<file path="config.mk">
export PLATFORM = sky130hd
export DESIGN_NAME = hcla_adder16
export DESIGN_NICKNAME = d
export VERILOG_FILES = /design/src/rtl/cla_pkg.sv /design/src/rtl/cla_bitpg.sv /design/src/rtl/cla_lookahead.sv /design/src/rtl/cla_group.sv /design/src/rtl/hcla_adder16.sv
export SDC_FILE = /design/constraint.sdc
export NUM_CORES = 1
export LEC_CHECK = 0
export ABC_AREA = 1
export BUFFER_PORTS_ARGS = -buffer_cell sky130_fd_sc_hd__buf_2
export CAP_MARGIN = 20
export CORE_ASPECT_RATIO = 0.5
export CORE_MARGIN = 3
export CORE_UTILIZATION = 49
export DETAILED_ROUTE_END_ITERATION = 10
export PLACE_DENSITY = 0.82
export SLEW_MARGIN = 20
export SYNTH_ARGS = -nofsm -noshare
export SYNTH_HDL_FRONTEND = slang
export SYNTH_HIERARCHICAL = 1
export SYNTH_SLANG_ARGS = --single-unit
</file>
<file path="constraint.sdc">
create_clock -name vclk -period 3.07
set_clock_uncertainty 0.15 [all_clocks]
set_input_delay 0.921 -clock vclk [all_inputs]
set_output_delay 0.921 -clock vclk [all_outputs]
set_load 0.05 [all_outputs]
</file>
<file path="src/rtl/cla_pkg.sv">
package cla_pkg;
  localparam int DEF_GROUP_W    = 4;
  localparam int DEF_NUM_GROUPS = 4;

  typedef enum logic {
    CARRY_LOOKAHEAD = 1'b0,
    CARRY_RIPPLE    = 1'b1
  } carry_mode_e;
endpackage

</file>
<file path="src/rtl/cla_bitpg.sv">
module cla_bitpg #(
  parameter int W = 4
) (
  input  logic [W-1:0] a_i,
  input  logic [W-1:0] b_i,
  output logic [W-1:0] gen_o,
  output logic [W-1:0] prop_o
);
  for (genvar i = 0; i < W; i++) begin : g_bit
    assign gen_o[i]  = a_i[i] & b_i[i];
    assign prop_o[i] = a_i[i] | b_i[i];
  end
endmodule

</file>
<file path="src/rtl/cla_lookahead.sv">
module cla_lookahead #(
  parameter int N = 4
) (
  input  logic [N-1:0] gen_i,
  input  logic [N-1:0] prop_i,
  input  logic         cin_i,
  output logic [N:1]   carry_o
);
  // Each carry is a flat OR of product terms; no carry feeds another.
  always_comb begin
    logic acc;
    logic term;
    for (int j = 1; j <= N; j++) begin
      acc = 1'b0;
      for (int k = 0; k < j; k++) begin
        term = gen_i[k];
        for (int m = k + 1; m < j; m++) term = term & prop_i[m];
        acc = acc | term;
      end
      term = cin_i;
      for (int m = 0; m < j; m++) term = term & prop_i[m];
      carry_o[j] = acc | term;
    end
  end
endmodule

</file>
<file path="src/rtl/cla_group.sv">
module cla_group #(
  parameter int GROUP_W = 4
) (
  input  logic [GROUP_W-1:0] a_i,
  input  logic [GROUP_W-1:0] b_i,
  input  logic               cin_i,
  output logic [GROUP_W-1:0] sum_o,
  output logic               gen_o,
  output logic               prop_o,
  output logic               cout_o
);
  logic [GROUP_W-1:0] g;
  logic [GROUP_W-1:0] p;
  logic [GROUP_W:0]   cc;

  cla_bitpg #(.W(GROUP_W)) u_pg (
    .a_i    (a_i),
    .b_i    (b_i),
    .gen_o  (g),
    .prop_o (p)
  );

  cla_lookahead #(.N(GROUP_W)) u_la (
    .gen_i   (g),
    .prop_i  (p),
    .cin_i   (cin_i),
    .carry_o (cc[GROUP_W:1])
  );

  assign cc[0]  = cin_i;
  assign sum_o  = a_i ^ b_i ^ cc[GROUP_W-1:0];
  assign cout_o = cc[GROUP_W];

  // Group terms: a carry born inside the group and surviving to its top,
  // and a carry-in passed by every bit.
  always_comb begin
    logic term;
    gen_o = 1'b0;
    for (int k = 0; k < GROUP_W; k++) begin
      term = g[k];
      for (int m = k + 1; m < GROUP_W; m++) term = term & p[m];
      gen_o = gen_o | term;
    end
    prop_o = &p;
  end
endmodule

</file>
<file path="src/rtl/hcla_adder16.sv">
module hcla_adder16
  import cla_pkg::*;
#(
  parameter int          GROUP_W    = DEF_GROUP_W,
  parameter int          NUM_GROUPS = DEF_NUM_GROUPS,
  parameter carry_mode_e MODE       = CARRY_LOOKAHEAD,
  localparam int         DATA_W     = GROUP_W * NUM_GROUPS
) (
  input  logic [DATA_W-1:0] x_i,
  input  logic [DATA_W-1:0] y_i,
  input  logic              cin_i,
  output logic [DATA_W-1:0] sum_o,
  output logic              cout_o
);
  logic [NUM_GROUPS-1:0] grp_g;
  logic [NUM_GROUPS-1:0] grp_p;
  logic [NUM_GROUPS-1:0] grp_co;
  logic [NUM_GROUPS:0]   grp_c;

  assign grp_c[0] = cin_i;

  for (genvar k = 0; k < NUM_GROUPS; k++) begin : g_grp
    cla_group #(.GROUP_W(GROUP_W)) u_grp (
      .a_i    (x_i[k*GROUP_W +: GROUP_W]),
      .b_i    (y_i[k*GROUP_W +: GROUP_W]),
      .cin_i  (grp_c[k]),
      .sum_o  (sum_o[k*GROUP_W +: GROUP_W]),
      .gen_o  (grp_g[k]),
      .prop_o (grp_p[k]),
      .cout_o (grp_co[k])
    );
  end

  if (MODE == CARRY_LOOKAHEAD) begin : g_level2
    cla_lookahead #(.N(NUM_GROUPS)) u_l2 (
      .gen_i   (grp_g),
      .prop_i  (grp_p),
      .cin_i   (cin_i),
      .carry_o (grp_c[NUM_GROUPS:1])
    );
  end else begin : g_ripple
    for (genvar k = 0; k < NUM_GROUPS; k++) begin : g_chain
      assign grp_c[k+1] = grp_co[k];
    end
  end

  assign cout_o = grp_c[NUM_GROUPS];
endmodule

</file>
==> impl_metrics.xml, run 1 <==
<?xml version="1.0" encoding="UTF-8"?>
<metrics>
  <group name="status">
    <metric name="error" unit="">[ERROR DPL-0038] Utilization greater than 100%, impossible to legalize</metric>
    <metric name="failed_stage" unit="">clock tree synthesis</metric>
    <metric name="outcome" unit="">stopped before the end</metric>
  </group>
  <group name="die">
    <metric name="floorplan.die.height" unit="um">41.9</metric>
    <metric name="start_util" unit="%">54.2</metric>
    <metric name="dieWidth" unit="um">77.8</metric>
    <metric name="top_level_ports" unit="">50</metric>
    <metric name="row_count" unit="">12</metric>
  </group>
  <group name="clocking">
    <metric name="cts_hold_buffers" unit="">0</metric>
    <metric name="post_cts.resized_instances" unit="">114</metric>
    <metric name="post-cts-setup-buffers" unit="">14</metric>
  </group>
  <group name="yosys">
    <metric name="postSynthNetCount" unit="">353</metric>
    <metric name="synth_warnings" unit="">6</metric>
    <metric name="postSynthCellCount" unit="">320</metric>
    <metric name="netlist_area" unit="um^2">1260</metric>
    <metric name="syn_area_per_cell" unit="um^2">3.95</metric>
  </group>
  <group name="placed_design">
    <metric name="detailed_place_hpwl" unit="um">2800</metric>
    <metric name="pre_cts_slack" unit="ns">-0.608</metric>
    <metric name="postPlaceCellArea" unit="um^2">1900</metric>
    <metric name="portBuffers" unit="">50</metric>
    <metric name="routabilityCongestion" unit="">0.781</metric>
  </group>
</metrics>
through the flow:
stage / TNS, ns / hold WS [ns] / instances
floorplan: -0.310 / 1.94 / 320
detailed placement: -5.48 / 2.18 / 438
global placement: -4.80 / 2.16 / 438
==> run 2: changes to the inputs <==
--- a/config.mk
+++ b/config.mk
@@ -8,11 +8,10 @@
 export ABC_AREA = 1
 export BUFFER_PORTS_ARGS = -buffer_cell sky130_fd_sc_hd__buf_2
 export CAP_MARGIN = 20
-export CORE_ASPECT_RATIO = 0.5
 export CORE_MARGIN = 3
-export CORE_UTILIZATION = 49
+export CORE_UTILIZATION = 40
 export DETAILED_ROUTE_END_ITERATION = 10
-export PLACE_DENSITY = 0.82
+export PLACE_DENSITY_LB_ADDON = 0.15
 export SLEW_MARGIN = 20
 export SYNTH_ARGS = -nofsm -noshare
 export SYNTH_HDL_FRONTEND = slang
==> constraint.sdc (replaced) <==
create_clock -name vclk -period 3.99
set_clock_uncertainty 0.15 [all_clocks]
set_input_delay 1.197 -clock vclk [all_inputs]
set_output_delay 1.197 -clock vclk [all_outputs]
set_load 0.05 [all_outputs]
==> run 2 against run 1 <==
The run now ends clean; synthesized area unchanged; synthesized cell count did not move.
==> impl_metrics.xml, run 2 <==
<?xml version="1.0" encoding="UTF-8"?>
<metrics>
  <group name="finish">
    <metric name="flow.area_growth_from_synthesis" unit="%">62.7</metric>
    <metric name="final_net_count" unit="">433</metric>
    <metric name="fin_area" unit="um^2">2050</metric>
    <metric name="area.sequential" unit="um^2">0</metric>
    <metric name="layout-drive-gt1-share" unit="%">33.4</metric>
    <metric name="seq_cells" unit="">0</metric>
    <metric name="layout.cells.most_common" unit="">sky130_fd_sc_hd__nand2_1</metric>
    <metric name="most-common-layout-cells" unit="">sky130_fd_sc_hd__nand2_1, sky130_fd_sc_hd__inv_1, sky130_fd_sc_hd__buf_4</metric>
    <metric name="n_antenna_cell" unit="">0</metric>
    <metric name="clock_buffer_count" unit="">0</metric>
  </group>
  <group name="grt">
    <metric name="grt_util_all_layers" unit="%">15.6</metric>
    <metric name="via_count_of_the_first_global_routing_pass" unit="">1496</metric>
    <metric name="wire_length_of_the_first_global_routing_pass" unit="um">5530</metric>
    <metric name="pin_count_of_the_biggest_net_entering_global_routing" unit="">5</metric>
    <metric name="grt-ovfl-total" unit="">0</metric>
    <metric name="antenna_violations_before_repair" unit="">0</metric>
  </group>
  <group name="status">
    <metric name="outcome" unit="">completed</metric>
  </group>
  <group name="route">
    <metric name="route.detailed.vias_per_inst" unit="">4.11</metric>
    <metric name="routed-via-count" unit="">1809</metric>
    <metric name="antenna_violating_nets_post_route" unit="">0</metric>
    <metric name="drcViolationCount" unit="">0</metric>
    <metric name="detail_route.wl_per_cell" unit="um">7.33</metric>
    <metric name="detail_route.iter0.violations" unit="">32</metric>
    <metric name="wirelength" unit="um">3220</metric>
    <metric name="dr.pass1.iters" unit="">4</metric>
  </group>
  <group name="yosys">
    <metric name="postSynthCellCount" unit="">320</metric>
    <metric name="syn_area_per_cell" unit="um^2">3.95</metric>
    <metric name="postSynthNetCount" unit="">353</metric>
    <metric name="synth_warnings" unit="">6</metric>
    <metric name="netlist_area" unit="um^2">1260</metric>
  </group>
  <group name="placed_design">
    <metric name="routabilityCongestion" unit="">0.759</metric>
    <metric name="pre_cts_slack" unit="ns">-0.207</metric>
    <metric name="detailed_place_hpwl" unit="um">2460</metric>
    <metric name="portBuffers" unit="">50</metric>
    <metric name="postPlaceCellArea" unit="um^2">1730</metric>
  </group>
  <group name="power_and_ir_drop">
    <metric name="leakagePower" unit="uW">0.00160</metric>
    <metric name="totalPowerFinal" unit="uW">360</metric>
    <metric name="cellPowerDensity" unit="nW/um^2">175</metric>
    <metric name="irDropWorstVdd" unit="mV">0.101</metric>
  </group>
  <group name="clocking">
    <metric name="cts_hold_buffers" unit="">0</metric>
  </group>
  <group name="die">
    <metric name="row_count" unit="">19</metric>
    <metric name="fp.coreArea" unit="um^2">2880</metric>
    <metric name="floorplan.die.height" unit="um">62.2</metric>
    <metric name="start_util" unit="%">43.9</metric>
    <metric name="die-area" unit="um^2">3870</metric>
    <metric name="dieWidth" unit="um">62.2</metric>
    <metric name="top_level_ports" unit="">50</metric>
  </group>
  <group name="timing">
    <metric name="timing.final.max_slew_violations" unit="">0</metric>
    <metric name="period_minus_ws_final" unit="ns">3.94</metric>
    <metric name="finalSetupViolations" unit="">0</metric>
    <metric name="max_slew.worst_pin.slew" unit="ns">0.253</metric>
    <metric name="timing.final.crit_share" unit="%">98.8</metric>
    <metric name="timing.final.ws_setup" unit="ns">0.0493</metric>
    <metric name="hold_viol" unit="">0</metric>
    <metric name="grt_setup_unrepaired" unit="">yes</metric>
    <metric name="clock.fmax" unit="MHz">254</metric>
    <metric name="slew-limit-headroom" unit="%">83.3</metric>
  </group>
  <group name="critical_path">
    <metric name="crit_arrival" unit="ns">2.59</metric>
    <metric name="worst_setup_path_end_kind" unit="">output port</metric>
    <metric name="setup.worst_path.class" unit="">input pin to output port</metric>
    <metric name="worstSetupStartpointType" unit="">input pin</metric>
    <metric name="required" unit="ns">2.64</metric>
    <metric name="critical_path.startpoint" unit="">y_i[6]</metric>
    <metric name="crit_fanout" unit="">3</metric>
  </group>
  <group name="worst_hold_path">
    <metric name="min_path_type" unit="">input pin to output port</metric>
    <metric name="min_from" unit="">x_i[7]</metric>
  </group>
  <group name="job">
    <metric name="maximum_capacitance_violations" unit="">0</metric>
  </group>
</metrics>
-- run 2: area by class of cell --
cell class | count | area [um^2]
multi-input cells | 199 | 915
inverters | 121 | 457
well taps | 42 | 52.6
repair buffers | 78 | 631
fillers | 282 | 822
-- run 2: routing by layer --
layer / up-vias / GRT usage [%] / routed length [um]
li1: 1031 / - / -
met1: 753 / 19.0 / 1390
met2: 25 / 31.0 / 1760
met3: 0 / 1.08 / 82
met4: 0 / 0.829 / 0
met5: - / 0 / 0
-- run 2: critical path, cell delays in order --
cell and delay (ns):
sky130_fd_sc_hd__buf_6 0.08, sky130_fd_sc_hd__inv_2 0.03, sky130_fd_sc_hd__nand2_2 0.09, sky130_fd_sc_hd__nand2_4 0.07, sky130_fd_sc_hd__nor2_4 0.14, sky130_fd_sc_hd__inv_2 0.06, sky130_fd_sc_hd__o21ai_2 0.15, sky130_fd_sc_hd__nand2_1 0.08
sky130_fd_sc_hd__nand2_2 0.07, sky130_fd_sc_hd__nand2_2 0.06, sky130_fd_sc_hd__o21ai_2 0.12, sky130_fd_sc_hd__nand2_1 0.07, sky130_fd_sc_hd__nand2_2 0.07, sky130_fd_sc_hd__inv_1 0.04, sky130_fd_sc_hd__nand2_1 0.06, sky130_fd_sc_hd__nand2_2 0.06
sky130_fd_sc_hd__buf_8 0.15
-- run 2: path summary, 6_finish.rpt --
path               endpoint  cells after the start
hold / removal     sum_o[7]                      5
setup / recovery  sum_o[15]                     17
-- run 2: repair_timing --
action,4_1_cts,5_1_grt
endpoints found under the setup margin,8,10
pin swaps,19,29
setup buffers,4,2
gates resized for setup,34,57
-- run 2: where the power goes --
group	switching, uW	internal [uW]
Sequential	0	0
Combinational	220	140
Clock	0	0
-- run 2: per-stage QoR --
stage                     util (%)  setup TNS [ns]  cells  hold WS, ns
after CTS                     65.8               0    438         2.69
after global placement        60.2          -0.690    434         2.69
final                         71.4               0    440         2.67
after global routing          71.4          -0.398    440         2.72
after floorplan                  -               0    320         2.54
after detailed placement      60.2          -0.937    434         2.69
Power figures use the tool's default switching activity.
==> run 3: changes to the inputs <==
--- a/config.mk
+++ b/config.mk
@@ -5,13 +5,13 @@
 export SDC_FILE = /design/constraint.sdc
 export NUM_CORES = 1
 export LEC_CHECK = 0
-export ABC_AREA = 1
 export BUFFER_PORTS_ARGS = -buffer_cell sky130_fd_sc_hd__buf_2
 export CAP_MARGIN = 20
-export CORE_MARGIN = 3
-export CORE_UTILIZATION = 40
+export CORE_AREA = 3 3 64 66
 export DETAILED_ROUTE_END_ITERATION = 10
+export DIE_AREA = 0 0 67 69
 export PLACE_DENSITY_LB_ADDON = 0.15
+export RECOVER_POWER = 100
 export SLEW_MARGIN = 20
 export SYNTH_ARGS = -nofsm -noshare
 export SYNTH_HDL_FRONTEND = slang
==> run 3 against run 2 <==
Die area grew 20%; core utilization shrank 20 points; worst hold slack lost 0.13 ns; critical path type unchanged; design area shrank 9.6%; fmax shrank 17%; the run now ends with negative setup slack left; via count shrank 46%; synthesized area shrank 41%; synthesized cell count shrank 68%; global-route usage shrank 5.4 points; worst setup slack lost 0.81 ns; sequential share of layout area is the same.
==> impl_metrics.xml, run 3 <==
<?xml version="1.0" encoding="UTF-8"?>
<metrics>
  <group name="status">
    <metric name="outcome" unit="">finished with violations</metric>
    <metric name="failed_checks" unit="">negative setup slack</metric>
  </group>
  <group name="critical_path">
    <metric name="critical_path.startpoint" unit="">y_i[3]</metric>
    <metric name="required" unit="ns">2.64</metric>
    <metric name="crit_fanout" unit="">3</metric>
    <metric name="setup.worst_path.class" unit="">input pin to output port</metric>
    <metric name="cp-endpoint" unit="">sum_o[15]</metric>
    <metric name="worstSetupStartpointType" unit="">input pin</metric>
    <metric name="worst_setup_path_end_kind" unit="">output port</metric>
    <metric name="crit_arrival" unit="ns">3.40</metric>
  </group>
  <group name="route">
    <metric name="route.detailed.vias_per_inst" unit="">4.21</metric>
    <metric name="routed-via-count" unit="">982</metric>
    <metric name="wirelength" unit="um">2430</metric>
    <metric name="drcViolationCount" unit="">0</metric>
    <metric name="detail_route.wl_per_cell" unit="um">10.4</metric>
    <metric name="detail_route.iter0.violations" unit="">9</metric>
    <metric name="antenna_violating_nets_post_route" unit="">0</metric>
    <metric name="dr.pass1.iters" unit="">3</metric>
  </group>
  <group name="finish">
    <metric name="multi_input_comb_area" unit="um^2">1120</metric>
    <metric name="n_antenna_cell" unit="">0</metric>
    <metric name="seq_cells" unit="">0</metric>
    <metric name="clock_buffer_count" unit="">0</metric>
    <metric name="most-common-layout-cells" unit="">sky130_fd_sc_hd__buf_6, sky130_fd_sc_hd__buf_2, sky130_fd_sc_hd__buf_4</metric>
    <metric name="final_net_count" unit="">220</metric>
    <metric name="layout.filler_cells" unit="">374</metric>
    <metric name="layout-drive-gt1-share" unit="%">71.4</metric>
    <metric name="area.sequential" unit="um^2">0</metric>
    <metric name="flow.area_growth_from_synthesis" unit="%">151</metric>
    <metric name="layout.cells.most_common" unit="">sky130_fd_sc_hd__buf_6</metric>
  </group>
  <group name="worst_hold_path">
    <metric name="min_path_type" unit="">input pin to output port</metric>
    <metric name="min_from" unit="">y_i[3]</metric>
  </group>
  <group name="timing">
    <metric name="timing.setup.tns" unit="ns">-5.58</metric>
    <metric name="max_slew.worst_pin.slew" unit="ns">0.589</metric>
    <metric name="period_minus_ws_final" unit="ns">4.75</metric>
    <metric name="timing.final.max_slew_violations" unit="">0</metric>
    <metric name="slew-limit-headroom" unit="%">60.9</metric>
    <metric name="finalSetupViolations" unit="">12</metric>
    <metric name="clock.fmax" unit="MHz">211</metric>
    <metric name="timing.final.crit_share" unit="%">119</metric>
    <metric name="grt_setup_unrepaired" unit="">yes</metric>
    <metric name="holdWs" unit="ns">2.54</metric>
    <metric name="timing.final.ws_setup" unit="ns">-0.756</metric>
    <metric name="hold_viol" unit="">0</metric>
  </group>
  <group name="die">
    <metric name="start_util" unit="%">20.4</metric>
    <metric name="fp.coreArea" unit="um^2">3630</metric>
    <metric name="die-area" unit="um^2">4620</metric>
    <metric name="top_level_ports" unit="">50</metric>
    <metric name="dieWidth" unit="um">67</metric>
    <metric name="row_count" unit="">22</metric>
    <metric name="floorplan.die.height" unit="um">69</metric>
  </group>
  <group name="grt">
    <metric name="wire_length_of_the_first_global_routing_pass" unit="um">4000</metric>
    <metric name="pin_count_of_the_biggest_net_entering_global_routing" unit="">4</metric>
    <metric name="antenna_violations_before_repair" unit="">0</metric>
    <metric name="via_count_of_the_first_global_routing_pass" unit="">976</metric>
    <metric name="grt-ovfl-total" unit="">0</metric>
    <metric name="grt_util_all_layers" unit="%">10.2</metric>
  </group>
  <group name="clocking">
    <metric name="cts_hold_buffers" unit="">0</metric>
  </group>
  <group name="job">
    <metric name="maximum_capacitance_violations" unit="">0</metric>
  </group>
  <group name="yosys">
    <metric name="netlist_area" unit="um^2">739</metric>
    <metric name="syn_area_per_cell" unit="um^2">7.32</metric>
    <metric name="postSynthCellCount" unit="">101</metric>
    <metric name="synth_warnings" unit="">6</metric>
    <metric name="postSynthNetCount" unit="">134</metric>
  </group>
  <group name="placed_design">
    <metric name="detailed_place_hpwl" unit="um">1860</metric>
    <metric name="portBuffers" unit="">50</metric>
    <metric name="routabilityCongestion" unit="">0.789</metric>
  </group>
  <group name="power_and_ir_drop">
    <metric name="leakagePower" unit="uW">0.000898</metric>
    <metric name="cellPowerDensity" unit="nW/um^2">275</metric>
    <metric name="irDropWorstVdd" unit="mV">0.148</metric>
  </group>
</metrics>
[run 3: changes by cell type in the layout (fill, tap and decap cells not counted), moves of 5 or more]
cell	change
sky130_fd_sc_hd__buf_6	+9
sky130_fd_sc_hd__xnor2_2	+14
sky130_fd_sc_hd__nand2_2	-21
sky130_fd_sc_hd__inv_1	-101
sky130_fd_sc_hd__nand3_1	-17
sky130_fd_sc_hd__inv_2	-19
sky130_fd_sc_hd__and2_2	+16
sky130_fd_sc_hd__a21o_1	+16
sky130_fd_sc_hd__xnor2_4	+14
sky130_fd_sc_hd__nor2_1	-7
sky130_fd_sc_hd__or2_1	+12
sky130_fd_sc_hd__nand2_1	-129
sky130_fd_sc_hd__o21ai_2	-5
[run 3: final cells by class]
cell class / instances / area share (%)
well taps: 48 / 3.23
multi-input cells: 101 / 60.6
repair buffers: 84 / 36.2
[run 3: per-layer routing]
layer | GRT usage, % | vias to the layer above | wire, um
met2 | 19.4 | 29 | 1370
li1 | - | 511 | -
met1 | 12.9 | 442 | 924
met5 | 0 | - | 0
met4 | 0 | 0 | 0
met3 | 0.814 | 0 | 142
[run 3: report_power, final]
part	total (uW)	switching (uW)	leakage, uW	internal (uW)
sequential	0	0	0	0
combinational	511	261	0.000898	250
clock	0	0	0	0
[run 3: stage by stage]
step	std cells	power (uW)	worst slack [ns]	utilization [%]	instance area, um^2
global placement	227	394	-0.809	40.2	1460
detailed placement	227	396	-0.865	40.2	1460
floorplan	101	290	-0.597	-	938
global route	233	538	-0.840	51.1	1860
CTS	230	492	-0.723	48.6	1770
finish	233	511	-0.756	51.1	1860
[run 3: worst max-delay path: stages]
cell	delay (ns)
sky130_fd_sc_hd__buf_8	0.10
sky130_fd_sc_hd__or2_4	0.25
sky130_fd_sc_hd__and4_1	0.19
sky130_fd_sc_hd__a21o_1	0.18
sky130_fd_sc_hd__a21o_1	0.18
sky130_fd_sc_hd__a21o_1	0.18
sky130_fd_sc_hd__a21o_1	0.17
sky130_fd_sc_hd__a21o_1	0.17
sky130_fd_sc_hd__a21o_1	0.18
sky130_fd_sc_hd__xnor2_2	0.27
sky130_fd_sc_hd__xnor2_4	0.15
sky130_fd_sc_hd__buf_6	0.17
[run 3: worst min-delay path by stage]
stage | cells after the start | to | slack [ns]
finish | 3 | sum_o[3] | 2.54
global route | 3 | sum_o[3] | 2.54
CTS | 3 | sum_o[3] | 2.56
detailed placement | 3 | sum_o[11] | 2.63
global placement | 3 | sum_o[14] | 2.62
floorplan | 1 | sum_o[10] | 2.36
[run 3: timing repair]
item | 4_1_cts | 5_1_grt
endpoints found under the setup margin | 15 | 15
pin swaps | 20 | 30
resized for setup | 55 | 18
buffers inserted | 7 | 5
